$ cat src/rtl/trie_pkg.sv
package trie_pkg;

    typedef enum logic [1:0] {
        WK_IDLE = 2'd0,
        WK_STEP = 2'd1,
        WK_DONE = 2'd2
    } walk_state_t;

endpackage

$ cat src/rtl/trie_node_mem.sv
module trie_node_mem #(
    parameter int NODES = 64,
    parameter int HOP_W = 8,
    localparam int PTR_W = $clog2(NODES)
) (
    input  logic             clk,
    input  logic             rst_n,
    input  logic             wr_en,
    input  logic [PTR_W-1:0] wr_idx,
    input  logic [PTR_W-1:0] wr_left,
    input  logic [PTR_W-1:0] wr_right,
    input  logic             wr_hop_vld,
    input  logic [HOP_W-1:0] wr_hop,
    input  logic [PTR_W-1:0] rd_idx,
    output logic [PTR_W-1:0] rd_left,
    output logic [PTR_W-1:0] rd_right,
    output logic             rd_hop_vld,
    output logic [HOP_W-1:0] rd_hop
);

    logic [PTR_W-1:0] left_q  [NODES];
    logic [PTR_W-1:0] right_q [NODES];
    logic             hv_q    [NODES];
    logic [HOP_W-1:0] hop_q   [NODES];

    for (genvar g = 0; g < NODES; g++) begin : g_entry
        always_ff @(posedge clk) begin
            if (!rst_n) begin
                left_q[g]  <= '0;
                right_q[g] <= '0;
                hv_q[g]    <= 1'b0;
                hop_q[g]   <= '0;
            end else if (wr_en && (wr_idx == PTR_W'(g))) begin
                left_q[g]  <= wr_left;
                right_q[g] <= wr_right;
                hv_q[g]    <= wr_hop_vld;
                hop_q[g]   <= wr_hop;
            end
        end
    end

    always_comb begin
        rd_left    = left_q[rd_idx];
        rd_right   = right_q[rd_idx];
        rd_hop_vld = hv_q[rd_idx];
        rd_hop     = hop_q[rd_idx];
    end

    // a written entry is visible on the read side one cycle later
    a_r2_write_lands: assert property (@(posedge clk) disable iff (!rst_n)
        (wr_en && rd_idx == wr_idx) |=> (rd_idx != $past(wr_idx)) ||
            (rd_left == $past(wr_left) && rd_right == $past(wr_right) &&
             rd_hop_vld == $past(wr_hop_vld)));

endmodule

$ cat src/rtl/trie_hop_tracker.sv
module trie_hop_tracker #(
    parameter int HOP_W = 8
) (
    input  logic             clk,
    input  logic             rst_n,
    input  logic             clr,
    input  logic             visit,
    input  logic             node_hop_vld,
    input  logic [HOP_W-1:0] node_hop,
    output logic             best_vld,
    output logic [HOP_W-1:0] best_hop
);

    always_ff @(posedge clk) begin
        if (!rst_n) begin
            best_vld <= 1'b0;
            best_hop <= '0;
        end else if (clr) begin
            best_vld <= 1'b0;
            best_hop <= '0;
        end else if (visit && node_hop_vld) begin
            best_vld <= 1'b1;
            best_hop <= node_hop;
        end
    end

    // a found match is only forgotten when a new lookup starts
    a_r4_keep_match: assert property (@(posedge clk) disable iff (!rst_n)
        $fell(best_vld) |-> $past(clr));

    // without a match the hop register is empty
    a_r7_empty_hop: assert property (@(posedge clk) disable iff (!rst_n)
        !best_vld |-> best_hop == '0);

endmodule

$ cat src/rtl/trie_walk_ctrl.sv
module trie_walk_ctrl
    import trie_pkg::*;
#(
    parameter int ADDR_W = 32,
    parameter int PTR_W  = 6,
    parameter int STEP_W = 6
) (
    input  logic              clk,
    input  logic              rst_n,
    input  logic              req_valid,
    input  logic [ADDR_W-1:0] req_addr,
    output logic              req_ready,
    input  logic              rsp_ready,
    output logic              rsp_valid,
    output logic [STEP_W-1:0] rsp_steps,
    input  logic [PTR_W-1:0]  node_left,
    input  logic [PTR_W-1:0]  node_right,
    output logic [PTR_W-1:0]  node_idx,
    output logic              track_clr,
    output logic              track_visit
);

    localparam int DEPTH_W = $clog2(ADDR_W + 1);
    localparam logic [DEPTH_W-1:0] LAST_DEPTH = DEPTH_W'(ADDR_W);

    walk_state_t       state, state_nxt;
    logic [ADDR_W-1:0] addr_sh;
    logic [PTR_W-1:0]  cur;
    logic [DEPTH_W-1:0] depth;
    logic [STEP_W-1:0] steps;

    logic              cur_bit;
    logic [PTR_W-1:0]  child;
    logic              at_last;
    logic              stop;

    assign cur_bit = addr_sh[ADDR_W-1];
    assign child   = cur_bit ? node_right : node_left;
    assign at_last = (depth == LAST_DEPTH);
    assign stop    = at_last || (child == '0);

    always_comb begin
        state_nxt = state;
        unique case (state)
            WK_IDLE: if (req_valid) state_nxt = WK_STEP;      // ACCEPT
            WK_STEP: if (stop)      state_nxt = WK_DONE;      // FINISH / DESCEND
            WK_DONE: if (rsp_ready) state_nxt = WK_IDLE;      // DELIVER
            default:                state_nxt = WK_IDLE;
        endcase
    end

    always_ff @(posedge clk) begin
        if (!rst_n) state <= WK_IDLE;
        else        state <= state_nxt;
    end

    always_ff @(posedge clk) begin
        if (!rst_n) begin
            addr_sh <= '0;
            cur     <= '0;
            depth   <= '0;
            steps   <= '0;
        end else begin
            unique case (state)
                WK_IDLE: if (req_valid) begin
                    addr_sh <= req_addr;
                    cur     <= '0;
                    depth   <= '0;
                    steps   <= '0;
                end
                WK_STEP: begin
                    steps <= steps + 1'b1;
                    if (!stop) begin
                        cur     <= child;
                        addr_sh <= addr_sh << 1;
                        depth   <= depth + 1'b1;
                    end
                end
                default: ;
            endcase
        end
    end

    always_comb begin
        req_ready   = (state == WK_IDLE);
        rsp_valid   = (state == WK_DONE);
        rsp_steps   = steps;
        node_idx    = cur;
        track_clr   = (state == WK_IDLE) && req_valid;
        track_visit = (state == WK_STEP);
    end

    // a missing child ends the walk
    a_r5_null_stop: assert property (@(posedge clk) disable iff (!rst_n)
        (state == WK_STEP && child == '0) |=> state == WK_DONE);

    // the walk never runs past the last address bit
    a_r6_depth_bound: assert property (@(posedge clk) disable iff (!rst_n)
        (state == WK_STEP && at_last) |=> state == WK_DONE);

    // a pending response holds until taken
    a_r8_hold: assert property (@(posedge clk) disable iff (!rst_n)
        (state == WK_DONE && !rsp_ready) |=> (state == WK_DONE && $stable(steps)));

endmodule

$ cat src/rtl/trie_walker.sv
module trie_walker #(
    parameter int ADDR_W = 32,
    parameter int NODES  = 64,
    parameter int HOP_W  = 8,
    localparam int PTR_W  = $clog2(NODES),
    localparam int STEP_W = $clog2(ADDR_W + 2)
) (
    input  logic              clk,
    input  logic              rst_n,
    input  logic              req_valid,
    output logic              req_ready,
    input  logic [ADDR_W-1:0] req_addr,
    output logic              rsp_valid,
    input  logic              rsp_ready,
    output logic              rsp_hit,
    output logic [HOP_W-1:0]  rsp_hop,
    output logic [STEP_W-1:0] rsp_steps,
    input  logic              wr_en,
    input  logic [PTR_W-1:0]  wr_idx,
    input  logic [PTR_W-1:0]  wr_left,
    input  logic [PTR_W-1:0]  wr_right,
    input  logic              wr_hop_vld,
    input  logic [HOP_W-1:0]  wr_hop
);

    logic [PTR_W-1:0] node_idx, node_left, node_right;
    logic             node_hop_vld;
    logic [HOP_W-1:0] node_hop;
    logic             track_clr, track_visit;
    logic             best_vld;
    logic [HOP_W-1:0] best_hop;

    trie_node_mem #(.NODES(NODES), .HOP_W(HOP_W)) u_mem (
        .clk        (clk),
        .rst_n      (rst_n),
        .wr_en      (wr_en),
        .wr_idx     (wr_idx),
        .wr_left    (wr_left),
        .wr_right   (wr_right),
        .wr_hop_vld (wr_hop_vld),
        .wr_hop     (wr_hop),
        .rd_idx     (node_idx),
        .rd_left    (node_left),
        .rd_right   (node_right),
        .rd_hop_vld (node_hop_vld),
        .rd_hop     (node_hop)
    );

    trie_walk_ctrl #(.ADDR_W(ADDR_W), .PTR_W(PTR_W), .STEP_W(STEP_W)) u_ctrl (
        .clk         (clk),
        .rst_n       (rst_n),
        .req_valid   (req_valid),
        .req_addr    (req_addr),
        .req_ready   (req_ready),
        .rsp_ready   (rsp_ready),
        .rsp_valid   (rsp_valid),
        .rsp_steps   (rsp_steps),
        .node_left   (node_left),
        .node_right  (node_right),
        .node_idx    (node_idx),
        .track_clr   (track_clr),
        .track_visit (track_visit)
    );

    trie_hop_tracker #(.HOP_W(HOP_W)) u_track (
        .clk          (clk),
        .rst_n        (rst_n),
        .clr          (track_clr),
        .visit        (track_visit),
        .node_hop_vld (node_hop_vld),
        .node_hop     (node_hop),
        .best_vld     (best_vld),
        .best_hop     (best_hop)
    );

    assign rsp_hit = best_vld;
    assign rsp_hop = best_hop;

    // a miss carries no hop value
    a_r7_miss_clean: assert property (@(posedge clk) disable iff (!rst_n)
        (rsp_valid && !rsp_hit) |-> rsp_hop == '0);

    // step count range on every response
    a_r9_steps_range: assert property (@(posedge clk) disable iff (!rst_n)
        rsp_valid |-> (rsp_steps >= STEP_W'(1) && rsp_steps <= STEP_W'(ADDR_W + 1)));

    // request and response sides are never active together
    a_r8_sides_apart: assert property (@(posedge clk) disable iff (!rst_n)
        $onehot0({req_ready, rsp_valid}));

endmodule

$ cat config.mk
export PLATFORM = sky130hd
export DESIGN_NAME = trie_walker
export DESIGN_NICKNAME = d
export VERILOG_FILES = /design/src/rtl/trie_pkg.sv /design/src/rtl/trie_node_mem.sv /design/src/rtl/trie_hop_tracker.sv /design/src/rtl/trie_walk_ctrl.sv /design/src/rtl/trie_walker.sv
export SDC_FILE = /design/constraint.sdc
export NUM_CORES = 2
export LEC_CHECK = 0
export ABC_AREA = 1
export BUFFER_PORTS_ARGS = -buffer_cell sky130_fd_sc_hd__buf_2
export CAP_MARGIN = 10
export CORE_UTILIZATION = 60
export CTS_BUF_LIST = sky130_fd_sc_hd__clkbuf_4 sky130_fd_sc_hd__clkbuf_8 sky130_fd_sc_hd__clkbuf_16
export DETAILED_ROUTE_END_ITERATION = 10
export GPL_ROUTABILITY_DRIVEN = 1
export PLACE_DENSITY = 0.72
export REMOVE_ABC_BUFFERS = 1
export SKIP_LAST_GASP = 1
export SLEW_MARGIN = 5
export SYNTH_ARGS = -nofsm -noshare
export SYNTH_HDL_FRONTEND = slang
export SYNTH_SLANG_ARGS = --single-unit
$ cat constraint.sdc
create_clock -name clk -period 3.9 [get_ports clk]
set_input_delay 0.585 -clock clk [delete_from_list [all_inputs] [get_ports clk]]
set_output_delay 0.585 -clock clk [all_outputs]
set_load 0.02 [all_outputs]
==> results.tsv <==
stage	metric	value	unit
die	die_w	327	um
flow_run	drv_cap	0	
clock_network	hold_buffers	0	
synth	synth-xor-area-share	0	%
synth	netlist_area	63300	um2
die	core	104000	um2
sta	relSlewSlack	12.7	%
sta	setup_viol	0	
clock_network	cts_buffer_depth	3	
sta	min_period	3670	ps
clock_network	clkTransAtPathRegs	60	ps
worst_setup_path	critPathLaunchType	flip-flop	
placed_design	io_buffers	80	
drt	route.detailed.drc	0	
synth	postSynthCellCount	6503	
synth	synthSimpleGateAreaFrac	23.6	%
sta	rsz0062_at_grt	no	
sta	timing.final.crit_share	94.0	%
clock_network	cts_resized	0	
sta	slew_violations	0	
synth	ys_types	34	
sta	hold_viol	0	
synth	synth_compound_area_share	5.87	%
drt	dr.first_iter.drc_count	7795	
global_routing	grt_overflow	0	
synth	synth_mux_area_share	0	%
synth	ys_seq_area_share	65.8	%
hold_path	min_path_type	input port to flip-flop	
sta	finClkSkew	28.5	ps
worst_setup_path	regToRegSetupSlack	230	ps
final_layout	multi_input_area	18800	um2
die	pin_count	81	
synth	ys.flop_type	edfxtp_1	
drt	vias	49900	
drt	wl_per_cell	25.1	um
synth	yosysMostFrequentCell	nor2_1	
global_routing	grt_pass1_vias	46300	
placed_design	routabilityCongestion	0.984	
final_layout	fill_cells	7975	
synth	synth_edf_count	1343	
clock_network	cts_sinks	1411	
drt	drt-met1-wl	71500	um
power_and_ir_drop	p_int	0.0277	W
final_layout	syn2layout_area_growth	10.7	%
clock_network	cts_tree	yes	
power_and_ir_drop	switchingPower	0.0138	W
synth	synth_warnings	0	
die	die_y	327	um
synth	synth_common_cells	nor2_1, edfxtp_1, nand2_1	
clock_network	root_buffer	clkbuf_16	
drt	drtAntennaViolNets	0	
synth	synth_area_leaders	edfxtp_1, nor2_1, nand3_1, nand2_1, o21ai_0	
power_and_ir_drop	power.density	592	nW/um2
global_routing	grt_antenna_before_repair	4	
final_layout	nets	6476	
final_layout	design_area	70100	um2
power_and_ir_drop	clock_power_share	32.5	%
worst_setup_path	cp-end-kind	flip-flop	
global_routing	grt_usage	37.0	%
drt	drtPass1Iterations	7	
power_and_ir_drop	power_leakage	26.7	nW
die	dieArea	107000	um2
synth	synth_top_family_by_area	simple AND/OR/NAND/NOR gates	
worst_setup_path	critPathKind	flip-flop to flip-flop	
synth	synthAdderAreaFrac	0.0593	%
sta	fmax	273	MHz
synth	synth_top_area_share	63.7	%
drt	wl_met2	86300	um
clock_network	htreeDepth	4	
run_status	run_status	finished, final reports clean	
worst_setup_path	worstPathMaxFanout	96	
clock_network	numCtsBuffers	146	
global_routing	grt_pass1_wl	293000	um
die	fp-row-count	118	
placed_design	dpl_cell_area	65600	um2
synth	yosysTopAreaCell	edfxtp_1	
drt	viasPerCell	6.31	
worst_setup_path	critical_path_arrival	4300	ps
synth	ys_seq_elements	1411	
clock_network	insertion_delay	770	ps
drt	route.met3.wl	30700	um
sta	setup_tns	0	ps
drt	highest-signal-layer	met4	
die	start_util	60.9	%
power_and_ir_drop	pwr-share-seq	43.0	%
synth	avgSynthCellArea	9.74	um2
synth	async_flop_share	0	%
final_layout	register_area	41700	um2
worst_setup_path	cp.required	4540	ps
drt	wl	198000	um
clock_network	postCtsSetupBuffers	0	
sta	tightest_slew	1300	ps
placed_design	place.detailed.hpwl	118000	um
power_and_ir_drop	ir_drop	0.421	mV
power_and_ir_drop	netSwitchingFraction	33.2	%
power_and_ir_drop	combPwrFrac	24.5	%
final_layout	drive_gt1_share	9.95	%
global_routing	grt_max_degree	112	
[flip-flops by register name, indices dropped and copies added, names as in the netlist, named ones only]
| name | flops |
|---|---|
| u_ctrl.depth | 6 |
| u_mem.left_q | 384 |
| u_ctrl.addr_sh | 32 |
| u_mem.right_q | 384 |
| u_mem.hv_q | 64 |
| u_mem.hop_q | 512 |
| u_ctrl.state | 2 |
| u_track.best_hop | 8 |
| u_track.best_vld | 1 |
| u_ctrl.rsp_steps | 6 |
| u_ctrl.node_idx | 6 |
[cell type report]
| type | instances | area share (%) |
|---|---|---|
| flip-flops and latches | 1411 | 59.5 |
| multi-input cells | 4388 | 26.8 |
| clock buffers | 187 | 5.71 |
| clock inverters | 75 | 0.826 |
| diodes | 1 | 0.00357 |
| well taps | 1380 | 2.46 |
| repair buffers | 355 | 4.08 |
| inverters | 107 | 0.619 |
[critical path, cell delays in order (launching register included)]
cell,delay [ps]
dfxtp_4,440
clkinv_8,270
buf_12,340
nand2_1,150
nand3_1,90
nand3_1,150
nand3_1,170
nand2_1,260
nand2_1,80
nand2_1,80
nor2_1,50
o21ai_1,170
nand2_1,70
nor2_1,80
nand2_1,240
nand2_4,270
buf_12,250
nand3_1,110
nand2_1,110
nor2_1,40
[routing by layer]
layer	vias to the layer above	GRT usage (%)
li1	21900	-
met1	23700	51.8
met2	3791	53.7
met3	468	10.3
met4	0	17.6
met5	-	0
[cell families (layout without fill, tap and decap cells)]
| kind of cell | after synthesis | count (layout) |
|---|---|---|
| buf+inv | 704 | 724 |
| flops | 1411 | 1411 |
| simple gates | 3705 | 3705 |
| compound gates | 680 | 680 |
| other cells | 0 | 1 |
| fa+ha+maj | 3 | 3 |
[final timing paths]
path / from / endpoint / depth (start not counted)
worst max-delay path: flip-flop / u_ctrl.addr_sh[22] / 19
worst max register to register: flip-flop / u_ctrl.addr_sh[22] / 19
worst min-delay path: req_addr[2] / u_ctrl.addr_sh[2] / 5
worst min register to register: u_ctrl.rsp_steps[5] / u_ctrl.rsp_steps[5] / 1
[power groups by stage]
stage	Clock [W]	Combinational [W]	Sequential, W
after floorplan	0	0.00533	0.0186
after global placement	0	0.00962	0.0181
after detailed placement	0	0.00972	0.0181
after CTS	0.0135	0.00977	0.0178
after global routing	0.0141	0.0107	0.0179
final	0.0135	0.0102	0.0179
[per-stage QoR]
| stage | total power [W] | utilization, % | worst slack, ps | cells | hold WS [ps] |
|---|---|---|---|---|---|
| 4_1_cts | 0.0411 | 67.4 | 326 | 7903 | 144 |
| 3_5_place_dp | 0.0279 | 63.0 | 363 | 7641 | 481 |
| 3_3_place_gp | 0.0277 | 63.0 | 447 | 7641 | 457 |
| 6_report | 0.0415 | 67.4 | 234 | 7904 | 173 |
| 5_1_grt | 0.0428 | 67.4 | 47.9 | 7903 | 185 |
| 2_1_floorplan | 0.0240 | - | -10700 | 5906 | 456 |
[placed cells by master, fill, tap and decap left out, types with 5 or more instances in the layout]
| cell type | count |
|---|---|
| a21oi_1 | 65 |
| buf_12 | 31 |
| buf_2 | 79 |
| buf_4 | 244 |
| bufinv_16 | 6 |
| clkbuf_16 | 148 |
| clkbuf_4 | 38 |
| clkinv_1 | 35 |
| clkinv_2 | 18 |
| clkinv_8 | 6 |
| clkinvlp_4 | 5 |
| dfxtp_1 | 61 |
| dfxtp_4 | 5 |
| edfxtp_1 | 1343 |
| inv_1 | 74 |
| inv_2 | 26 |
| inv_6 | 7 |
| nand2_1 | 1060 |
| nand3_1 | 837 |
| nor2_1 | 1795 |
| nor3_1 | 5 |
| o21ai_0 | 410 |
| o21ai_2 | 18 |
| o221ai_1 | 25 |
| o22ai_1 | 147 |
(Power assumes the default switching activity.)
